**src/rtl/hop_pkg.sv**
```systemverilog
`timescale 1ns/1ps
package hop_pkg;
  typedef enum logic {S_IDLE, S_SCAN} hop_state_e;
  localparam logic [1:0] REGION_SCALAR = 2'd0;
  localparam logic [1:0] REGION_SLOT   = 2'd1;
  localparam logic [1:0] REGION_VOLT   = 2'd2;
endpackage

```
**src/rtl/hop_cfg_regs.sv**
```systemverilog
`timescale 1ns/1ps
module hop_cfg_regs #(
  parameter int TW     = 20,
  parameter int SLOTS  = 16,
  parameter int MAXDIV = 4,
  parameter int VW     = 4,
  parameter int AW     = 8,
  localparam int SW    = $clog2(SLOTS),
  localparam int DW    = $clog2(MAXDIV + 1),
  localparam int VAW   = (MAXDIV > 1) ? $clog2(MAXDIV) : 1
) (
  input  logic           clk,
  input  logic           rst,
  input  logic           cfg_we,
  input  logic [AW-1:0]  cfg_addr,
  input  logic [TW-1:0]  cfg_wdata,
  input  logic           slot_re,
  input  logic [SW-1:0]  slot_ra,
  output logic [TW-1:0]  wc_q,
  input  logic           vt_re,
  input  logic [VAW-1:0] vt_ra,
  output logic [VW-1:0]  vt_q,
  output logic [TW-1:0]  total_q,
  output logic [TW-1:0]  td_q,
  output logic [DW-1:0]  jlim_q
);
  import hop_pkg::*;
  localparam int IW = AW - 2;

  logic [1:0]    region;
  logic [IW-1:0] idx;
  logic [TW-1:0] slot_mem [SLOTS];
  logic [VW-1:0] volt_mem [MAXDIV];

  assign region = cfg_addr[AW-1 -: 2];
  assign idx    = cfg_addr[IW-1:0];

  always_ff @(posedge clk) begin
    if (rst) begin
      total_q <= '0;
      td_q    <= '0;
      jlim_q  <= DW'(MAXDIV);
    end else if (cfg_we && region == REGION_SCALAR) begin
      case (idx)
        IW'(0): total_q <= cfg_wdata;
        IW'(1): td_q    <= cfg_wdata;
        IW'(2): begin
          if (cfg_wdata == '0)                jlim_q <= DW'(1);
          else if (cfg_wdata > TW'(MAXDIV))   jlim_q <= DW'(MAXDIV);
          else                                jlim_q <= cfg_wdata[DW-1:0];
        end
        default: ;
      endcase
    end
  end

  always_ff @(posedge clk) begin
    if (cfg_we && region == REGION_SLOT && idx < IW'(SLOTS))
      slot_mem[idx[SW-1:0]] <= cfg_wdata;
    if (slot_re)
      wc_q <= slot_mem[slot_ra];
  end

  always_ff @(posedge clk) begin
    if (cfg_we && region == REGION_VOLT && idx < IW'(MAXDIV))
      volt_mem[idx[VAW-1:0]] <= cfg_wdata[VW-1:0];
    if (vt_re)
      vt_q <= volt_mem[vt_ra];
  end
endmodule

```
**src/rtl/hop_time_acc.sv**
```systemverilog
`timescale 1ns/1ps
module hop_time_acc #(
  parameter int TW = 20,
  parameter int DW = 3
) (
  input  logic          clk,
  input  logic          rst,
  input  logic          clr,
  input  logic          tick,
  input  logic [DW-1:0] cur_div,
  output logic [TW-1:0] acc
);
  logic [TW:0] sum;
  assign sum = {1'b0, acc} + (TW+1)'(cur_div);

  always_ff @(posedge clk) begin
    if (rst || clr)  acc <= '0;
    else if (tick)   acc <= sum[TW] ? '1 : sum[TW-1:0];
  end
endmodule

```
**src/rtl/hop_search.sv**
```systemverilog
`timescale 1ns/1ps
module hop_search #(
  parameter int TW     = 20,
  parameter int MAXDIV = 4,
  localparam int DW    = $clog2(MAXDIV + 1),
  localparam int VAW   = (MAXDIV > 1) ? $clog2(MAXDIV) : 1,
  localparam int EW    = TW + DW + 2
) (
  input  logic           clk,
  input  logic           rst,
  input  logic           go,
  input  logic           abort,
  input  logic [TW-1:0]  total,
  input  logic [TW-1:0]  td,
  input  logic [DW-1:0]  jlim,
  input  logic [TW-1:0]  wc,
  input  logic [TW-1:0]  acc,
  output logic           accept,
  output logic           busy,
  output logic           vt_re,
  output logic [VAW-1:0] vt_ra,
  output logic [DW-1:0]  prev_div,
  output logic           dec_valid,
  output logic [DW-1:0]  dec_div,
  output logic           dec_risk
);
  import hop_pkg::*;

  hop_state_e        state;
  logic [DW-1:0]     j;
  logic [TW-1:0]     acc_snap;
  logic signed [EW-1:0] budget;
  logic [EW-1:0]     est;
  logic              fits, done;

  assign busy   = (state == S_SCAN);
  assign accept = go && !busy && !abort;

  assign budget = $signed(EW'(total)) - $signed(EW'(wc))
                - $signed(EW'(acc_snap)) - $signed(EW'(td));
  assign est    = EW'(wc) * EW'(j) + ((j != prev_div) ? EW'(td) : '0);
  assign fits   = $signed(est) <= budget;
  assign done   = busy && (fits || j == DW'(1));
  assign vt_re  = done && !abort;
  assign vt_ra  = fits ? VAW'(j - DW'(1)) : '0;

  always_ff @(posedge clk) begin
    if (rst) begin
      state     <= S_IDLE;
      j         <= DW'(1);
      acc_snap  <= '0;
      prev_div  <= DW'(1);
      dec_valid <= 1'b0;
      dec_div   <= DW'(1);
      dec_risk  <= 1'b0;
    end else begin
      dec_valid <= 1'b0;
      if (abort) begin
        state    <= S_IDLE;
        prev_div <= DW'(1);
      end else if (accept) begin
        state    <= S_SCAN;
        j        <= jlim;
        acc_snap <= acc;
      end else if (done) begin
        state     <= S_IDLE;
        dec_valid <= 1'b1;
        dec_div   <= fits ? j : DW'(1);
        prev_div  <= fits ? j : DW'(1);
        dec_risk  <= !fits;
      end else if (busy) begin
        j <= j - DW'(1);
      end
    end
  end
endmodule

```
**src/rtl/hop_divisor_sel.sv**
```systemverilog
`timescale 1ns/1ps
module hop_divisor_sel #(
  parameter int TW     = 20,
  parameter int SLOTS  = 16,
  parameter int MAXDIV = 4,
  parameter int VW     = 4,
  parameter int AW     = 8,
  localparam int SW    = $clog2(SLOTS),
  localparam int DW    = $clog2(MAXDIV + 1),
  localparam int VAW   = (MAXDIV > 1) ? $clog2(MAXDIV) : 1
) (
  input  logic          clk,
  input  logic          rst,
  input  logic          cfg_we,
  input  logic [AW-1:0] cfg_addr,
  input  logic [TW-1:0] cfg_wdata,
  input  logic          task_start,
  input  logic          div_tick,
  input  logic          slot_go,
  input  logic [SW-1:0] slot_idx,
  output logic          busy,
  output logic          dec_valid,
  output logic [DW-1:0] dec_div,
  output logic [VW-1:0] dec_vcode,
  output logic          dec_risk,
  output logic [TW-1:0] acc_time
);
  logic [TW-1:0]  wc_q, total_q, td_q;
  logic [DW-1:0]  jlim_q, prev_div;
  logic           accept, vt_re;
  logic [VAW-1:0] vt_ra;

  hop_cfg_regs #(.TW(TW), .SLOTS(SLOTS), .MAXDIV(MAXDIV), .VW(VW), .AW(AW)) u_cfg (
    .clk(clk), .rst(rst), .cfg_we(cfg_we), .cfg_addr(cfg_addr), .cfg_wdata(cfg_wdata),
    .slot_re(accept), .slot_ra(slot_idx), .wc_q(wc_q),
    .vt_re(vt_re), .vt_ra(vt_ra), .vt_q(dec_vcode),
    .total_q(total_q), .td_q(td_q), .jlim_q(jlim_q)
  );

  hop_time_acc #(.TW(TW), .DW(DW)) u_acc (
    .clk(clk), .rst(rst), .clr(task_start), .tick(div_tick),
    .cur_div(prev_div), .acc(acc_time)
  );

  hop_search #(.TW(TW), .MAXDIV(MAXDIV)) u_search (
    .clk(clk), .rst(rst), .go(slot_go), .abort(task_start),
    .total(total_q), .td(td_q), .jlim(jlim_q), .wc(wc_q), .acc(acc_time),
    .accept(accept), .busy(busy), .vt_re(vt_re), .vt_ra(vt_ra),
    .prev_div(prev_div), .dec_valid(dec_valid), .dec_div(dec_div), .dec_risk(dec_risk)
  );
endmodule

```
**config.mk**
```make
export PLATFORM = sky130hd
export DESIGN_NAME = hop_divisor_sel
export DESIGN_NICKNAME = d
export VERILOG_FILES = /design/src/rtl/hop_pkg.sv /design/src/rtl/hop_cfg_regs.sv /design/src/rtl/hop_time_acc.sv /design/src/rtl/hop_search.sv /design/src/rtl/hop_divisor_sel.sv
export SDC_FILE = /design/constraint.sdc
export NUM_CORES = 1
export LEC_CHECK = 0
export ABC_CLOCK_PERIOD_IN_PS = 7300
export CAP_MARGIN = 40
export CORE_MARGIN = 2
export CORE_UTILIZATION = 60
export CTS_CLUSTER_SIZE = 16
export DETAILED_ROUTE_END_ITERATION = 10
export GPL_ROUTABILITY_DRIVEN = 0
export PLACE_DENSITY = 0.78
export SETUP_SLACK_MARGIN = 0.05
export SLEW_MARGIN = 10
export SYNTH_ARGS = -nofsm -noshare
export SYNTH_HDL_FRONTEND = slang
export SYNTH_SLANG_ARGS = --single-unit
```
**constraint.sdc**
```tcl
create_clock -name clk -period 7.3 [get_ports clk]
set_input_delay 1.825 -clock clk [delete_from_list [all_inputs] [get_ports clk]]
set_output_delay 1.825 -clock clk [all_outputs]
set_load 0.005 [all_outputs]
```
==> flow_summary.json, run 1 <==
{
  "cts-buffers-inserted": 45,
  "rr_startpoint": "u_cfg.wc_q[0]",
  "viasPerCell": 6.18,
  "hold_start": "u_cfg.td_q[4]",
  "crit_path_start_kind": "flip-flop",
  "grt_max_degree": 77,
  "fill_cells": 2581,
  "row_count": 71,
  "hp-class": "reg -> reg",
  "htreeDepth": 2,
  "drt_iter0_markers": 1207,
  "area_growth_pct": 12.8,
  "hold_viol": 0,
  "slew_violations": 0,
  "cp-end-kind": "flip-flop",
  "remaining_drc_errors": 0,
  "final_area_um2": 25500,
  "fin_crit_ns": 6.88,
  "grt_pass1_wl_um": 82000,
  "rsz0062_at_grt": "no",
  "dp_hpwl_um": 34800,
  "wl_um": 54000,
  "insertion_delay_ns": 0.59,
  "synth_largest_area_cell": "edfxtp_1",
  "io_buffers": 67,
  "arrival_ns": 7.26,
  "ir_worst_vdd_mv": 0.272,
  "synth_ff_type": "edfxtp_1",
  "seq_area_um2": 12700,
  "period_share_pct": 94.2,
  "layout-drive-gt1-share_pct": 13.6,
  "antenna_left": 0,
  "yosysMostFrequentCell": "edfxtp_1",
  "syn_inst": 1705,
  "track_usage_pct": 28.2,
  "power_mw": 5.63,
  "worstMarginPinSlew_ns": 0.913,
  "slowest_delay_ns": 0.54,
  "max_freq_mhz": 145,
  "power.density_nw_per_um2": 221,
  "path_common_cell": "ha_1",
  "setup_viol": 0,
  "synth-seq-cells": 455,
  "cp.required_ns": 7.68,
  "syn_area_um2": 22600,
  "min_to": "u_cfg.td_q[4]",
  "syn_area_per_cell_um2": 13.2,
  "clk_pin_slew_worst_paths_ns": 0.06,
  "cts-root-buf": "clkbuf_16",
  "dpl-instance-area_um2": 24000,
  "finClkSkew_ns": 0.0190,
  "num_antenna_cells": 0,
  "die_x_um": 198,
  "nets": 1994,
  "grt_pass1_vias": 14500,
  "power_leakage_nw": 8.88,
  "maxCapViolations": 0,
  "synth-edff-count": 360,
  "yosys-top-cells-count": "edfxtp_1, nand2_1, a21oi_1, inv_1, mux4_2",
  "dr.pass1.iters": 5,
  "num_vias": 14500,
  "multiInputGateArea_um2": 9260,
  "setup-tns-final_ns": 0,
  "fin_util_pct": 68.1,
  "ios": 68,
  "hold_depth": 2,
  "ff2ff_path_depth": 29,
  "synth_area_leaders": "edfxtp_1, mux4_2, dfxtp_1",
  "synth_nets": 1901,
  "wl_per_cell_um": 23.1,
  "crit_fanout": 6,
  "r2r-end": "u_cfg.vt_q[3]",
  "cts_tree": "done",
  "status": "complete, no violations",
  "ys_types": 75,
  "seq_area_frac_synth_pct": 56.3,
  "die_area_um2": 39200,
  "cp_slowest_cell": "or3b_2",
  "cts_sinks": 455,
  "postCtsHoldBufs": 0,
  "yosysTopAreaCellShare_pct": 47.9,
  "fp.dieH_um": 198,
  "synth_warnings": 0,
  "worstSetupPathType": "reg -> reg",
  "maxSlewHeadroom_pct": 39.0,
  "start_util_pct": 60.4,
  "clk_path_buf_depth": 3,
  "r2r_setup_slack_ns": 0.42,
  "fp.coreArea_um2": 37400,
  "overflow": 0,
  "antenna_found_initial": 2,
  "synthArstFlopShare_pct": 0
}
## metal layers
| metal | global-route usage (%) | routed length [um] | vias up |
|---|---|---|---|
| met5 | 0 | 23 | - |
| li1 | - | - | 6474 |
| met2 | 49.2 | 27500 | 605 |
| met1 | 35.9 | 20900 | 7265 |
| met3 | 4.85 | 3730 | 115 |
| met4 | 9.47 | 1830 | 4 |
## sequential cells by signal, indices dropped and copies added, names as in the netlist, 3 cells and up
signal,flops
u_cfg.vt_q,4
u_search.dec_div,3
u_search.acc_snap,20
u_cfg.total_q,20
u_cfg.jlim_q,3
u_cfg.wc_q,20
u_search.prev_div,3
u_cfg.volt_mem,16
u_search.j,3
u_acc.acc,20
u_cfg.td_q,20
u_cfg.slot_mem,320
## worst max-delay path, delay by kind of cell (launching register included)
kind / cells / cell delay [ns]
flops: 1 / 0.40
simple gates: 8 / 1.63
compound gates: 12 / 2.46
buf+inv: 2 / 0.16
fa+ha+maj: 5 / 1.72
xor+xnor: 2 / 0.28
## through the flow
| step | worst slack (ns) | instances | hold WS, ns |
|---|---|---|---|
| 2_1_floorplan | 0.804 | 1705 | 0.432 |
| 3_5_place_dp | 0.000146 | 2258 | 0.448 |
| 5_1_grt | 0.00530 | 2341 | 0.470 |
| 3_3_place_gp | 0.349 | 2256 | 0.443 |
| 6_report | 0.421 | 2341 | 0.456 |
| 4_1_cts | 0.0971 | 2337 | 0.456 |
## worst max-delay path by stage
| stage | from | depth (start not counted) | slack (ns) | end |
|---|---|---|---|---|
| final | u_cfg.wc_q[0] | 29 | 0.42 | u_cfg.vt_q[3] |
| after CTS | u_cfg.wc_q[1] | 29 | 0.1 | u_search.dec_div[2] |
| after global placement | u_cfg.wc_q[1] | 30 | 0.35 | u_search.dec_div[2] |
| after global routing | u_cfg.wc_q[1] | 30 | 0.005 | u_cfg.vt_q[0] |
| after detailed placement | u_cfg.wc_q[1] | 29 | 0.0001 | u_search.dec_div[2] |
| after floorplan | u_cfg.wc_q[1] | 30 | 0.80 | u_cfg.vt_q[0] |
## power by group
part / total, mW / leakage, nW / switching (mW) / internal (mW)
logic: 0.614 / 4.19 / 0.360 / 0.255
registers: 2.82 / 4.01 / 0.0127 / 2.81
clock network: 2.19 / 0.675 / 0.973 / 1.22
total: 5.63 / 8.88 / 1.35 / 4.28
## cell usage in the layout (no fill, tap or decap), types with 26 or more instances in the layout
cell type,instances
inv_1,132
nor2_1,68
xor2_1,26
dfxtp_1,95
clkdlybuf4s50_1,64
o21ai_0,35
ha_1,98
nand2_1,213
mux4_2,100
xnor2_1,44
edfxtp_1,360
a21oi_1,131
buf_4,39
clkbuf_16,46
fa_1,59
## area by class of cell
class,instances,area share [%]
repair buffers,106,3.90
multi-input cells,1057,36.3
inverters,133,1.96
clock inverters,19,0.609
clock buffers,60,4.78
flip-flops and latches,455,49.9
well taps,511,2.51
## cells by family (layout without fill, tap and decap cells)
kind of cell               after synthesis  in the layout  share of synthesized area, %
buffers and inverters                  194            318                          3.30
xor gates and xnor gates                70             70                          2.72
DFF                                    455            455                          56.3
muxes                                  104            104                          10.2
AOI/OAI and AO/OA                      300            300                          8.33
adders and majority gates              158            158                          10.7
and+or+nand+nor                        424            425                          8.48
## what timing repair did
action | 4_1_cts | 5_1_grt
pin swaps | 0 | 6
resized for setup | 2 | 18
gates cloned | 0 | 1
setup endpoints to repair | 13 | 20
buffers inserted | 0 | 3
Note: power is estimated with default switching activity, not from simulation.
==> run 2: changes to the inputs <==
--- a/config.mk
+++ b/config.mk
@@ -17,4 +17,5 @@
 export SLEW_MARGIN = 10
 export SYNTH_ARGS = -nofsm -noshare
 export SYNTH_HDL_FRONTEND = slang
+export SYNTH_HIERARCHICAL = 1
 export SYNTH_SLANG_ARGS = --single-unit
==> run 2 against run 1 <==
  * Synthesized area increased by 2.8%
  * Core utilization about the same
  * Cell area increased by 2.5%
  * Worst hold slack got worse by 0.0011 ns
  * Clock skew increased by 0.0081 ns
  * First-iteration DRC count increased by 36%
  * Synthesized cell count increased by 2.3%
  * Clock power increased by 3%
  * Via count increased by 5.8%
  * Register-to-register slack improved by 0.07 ns
  * Combinational power increased by 0.8%
  * Global-route usage increased by 0.73 points
  * Highest routed layer unchanged
==> flow_summary.json, run 2 <==
{
  "status": "complete, no violations",
  "ir_worst_vdd_mv": 0.195,
  "insertion_delay_ns": 0.60,
  "nets": 2029,
  "setup-tns-final_ns": 0,
  "syn_area_per_cell_um2": 13.3,
  "synthArstFlopShare_pct": 0,
  "crit_path_start_kind": "flip-flop",
  "wl_per_cell_um": 24.2,
  "grt_util_met1_pct": 37.2,
  "finClkSkew_ns": 0.0272,
  "layout_common_cells": "edfxtp_1, nand2_1, inv_1",
  "worstSetupPathType": "reg -> reg",
  "antenna_left": 0,
  "period_share_pct": 93.3,
  "arrival_ns": 7.12,
  "start_util_pct": 60.5,
  "final_common_cell": "edfxtp_1",
  "ios": 68,
  "synth_simple_gate_area_share_pct": 8.77,
  "synth_area_leaders": "edfxtp_1, dfxtp_1, mux4_2",
  "synth-seq-cells": 455,
  "syn_area_um2": 23200,
  "cts-buffers-inserted": 46,
  "syn_inst": 1745,
  "grt_pass1_wl_um": 88800,
  "cp.required_ns": 7.61,
  "dr.pass1.iters": 8,
  "seqPwrFrac_pct": 49.6,
  "maxCapViolations": 0,
  "remaining_drc_errors": 0,
  "power_leakage_nw": 9.18,
  "wl_um": 57700,
  "synth_compound_area_share_pct": 11.7,
  "fp.dieH_um": 201,
  "yosys-top-cells-count": "edfxtp_1, nand2_1, inv_1",
  "dpl-instance-area_um2": 24600,
  "grt_pass1_vias": 15600,
  "io_buffers": 67,
  "cp-end-kind": "flip-flop",
  "p_sw_mw": 1.39,
  "cts_sinks": 455,
  "viasPerCell": 6.40,
  "cts_tree": "done",
  "fp.coreArea_um2": 38400,
  "yosysTopAreaCellShare_pct": 46.6,
  "synth-edff-count": 360,
  "fin_crit_ns": 6.81,
  "crit_fanout": 5,
  "yosysMostFrequentCell": "edfxtp_1",
  "met3_usage_pct": 5.65,
  "hold_viol": 0,
  "seq_area_frac_synth_pct": 54.8,
  "die_x_um": 201,
  "clk_pin_slew_worst_paths_ns": 0.06,
  "dp_hpwl_um": 38300,
  "rsz0062_at_grt": "no",
  "synth_xor_area_share_pct": 2.30,
  "power.density_nw_per_um2": 218,
  "intPower_mw": 4.30,
  "synth_ff_type": "edfxtp_1",
  "synth-adder-area-share_pct": 10.4,
  "synth_nets": 1941,
  "fin_cells": 2388,
  "row_count": 72,
  "num_vias": 15300,
  "layout-drive-gt1-share_pct": 17.0,
  "max_freq_mhz": 147,
  "clk_path_buf_depth": 3,
  "cts-root-buf": "clkbuf_16",
  "hp-class": "reg -> reg",
  "setup_viol": 0,
  "antenna_found_initial": 1,
  "final_area_um2": 26100,
  "synth_warnings": 6,
  "fin_util_pct": 68.1,
  "slowest_delay_ns": 0.52,
  "synth.mux.area_fraction_pct": 8.24,
  "fill_cells": 2648,
  "largest_reg_flops": 320,
  "use_met2_pct": 48.4,
  "slew_violations": 0,
  "ys_types": 84,
  "track_usage_pct": 28.9,
  "p_comb_share_pct": 10.9,
  "die_area_um2": 40300,
  "worstMarginPinSlew_ns": 0.916,
  "place_inst": 2300,
  "cp_slowest_cell": "mux4_2",
  "maxSlewHeadroom_pct": 38.7,
  "switching_share_pct": 24.4,
  "num_antenna_cells": 0,
  "synth_top_family_by_area": "compound AO/OA/AOI/OAI gates",
  "clkPwrFrac_pct": 39.5,
  "area_growth_pct": 12.5,
  "grt_max_degree": 76,
  "drt_iter0_markers": 1640,
  "busiest_layer": "met2",
  "synth_largest_area_cell": "edfxtp_1",
  "overflow": 0,
  "htreeDepth": 2
}
## run 2: critical path, delay by kind of cell, from the launching register on
| kind | cells | cell delay, ns |
|---|---|---|
| AOI/OAI and AO/OA | 15 | 2.55 |
| xor gates and xnor gates | 2 | 0.36 |
| adders and majority gates | 4 | 1.36 |
| buffers and inverters | 2 | 0.29 |
| DFF | 1 | 0.37 |
| muxes | 1 | 0.52 |
| and+or+nand+nor | 7 | 1.09 |
## run 2: path summary, 6_finish.rpt
kind	startpoint	endpoint	slack, ns	cells past startpoint
setup / recovery	u_cfg/wc_q[1]	u_cfg/vt_q[2]	0.49	31
hold / removal	u_search/acc_snap[16]	u_search/acc_snap[16]	0.46	2
setup reg to reg	u_cfg/wc_q[1]	u_cfg/vt_q[2]	0.49	31
hold reg to reg	u_search/acc_snap[16]	u_search/acc_snap[16]	0.46	2
## run 2: per-layer routing
metal,part of all wire (%),wire [um]
met1,38,22100
met2,50,28600
met3,8.3,4770
met4,3.8,2190
met5,0.019,11
## run 2: what timing repair did
| item | in CTS | in global routing |
|---|---|---|
| hold buffers | 0 | 0 |
| gates cloned | 0 | 0 |
| pin swaps | 0 | 4 |
| endpoints found under the setup margin | 4 | 18 |
| gates resized for setup | 1 | 17 |
| setup buffers | 0 | 2 |
## run 2: cell families (layout without fill, tap and decap cells)
logic type | count (synthesis) | in the layout
muxes | 86 | 86
AOI/OAI and AO/OA | 376 | 376
and+or+nand+nor | 404 | 404
xor gates and xnor gates | 61 | 61
DFF | 455 | 455
adders and majority gates | 158 | 158
buffers and inverters | 205 | 330
## run 2: cell type report
| class | instances | area (um^2) | share of cell area (%) |
|---|---|---|---|
| sequential | 455 | 12700 | 48.7 |
| timing repair buffer | 124 | 1120 | 4.30 |
| clock inverter | 25 | 190 | 0.728 |
| multi-input combinational | 1085 | 9750 | 37.3 |
| tap | 518 | 648 | 2.48 |
| clock buffer | 60 | 1240 | 4.77 |
| inverter | 121 | 454 | 1.74 |
## run 2: power groups by stage
stage	registers, mW	clock network, mW	logic, mW
2_1_floorplan	2.87	0	0.406
3_3_place_gp	2.88	0	0.580
3_5_place_dp	2.88	0	0.600
4_1_cts	2.82	2.27	0.606
5_1_grt	2.82	2.37	0.680
6_report	2.82	2.25	0.619
## run 2: through the flow
step                      setup WS (ns)  power (mW)  hold slack (ns)
after floorplan                   0.548        3.28            0.436
after global placement            0.336        3.46            0.445
after detailed placement         0.0672        3.48            0.447
after CTS                         0.165        5.70            0.455
after global routing             0.0552        5.88            0.471
final                             0.492        5.69            0.455
==> run 3: changes to the inputs <==
--- a/config.mk
+++ b/config.mk
@@ -12,6 +12,7 @@
 export CTS_CLUSTER_SIZE = 16
 export DETAILED_ROUTE_END_ITERATION = 10
 export GPL_ROUTABILITY_DRIVEN = 0
+export HOLD_SLACK_MARGIN = 0.1
 export PLACE_DENSITY = 0.78
 export SETUP_SLACK_MARGIN = 0.05
 export SLEW_MARGIN = 10
==> results of run 3 <==
The final DEF is identical to that of run 2; final timing and power are the same.
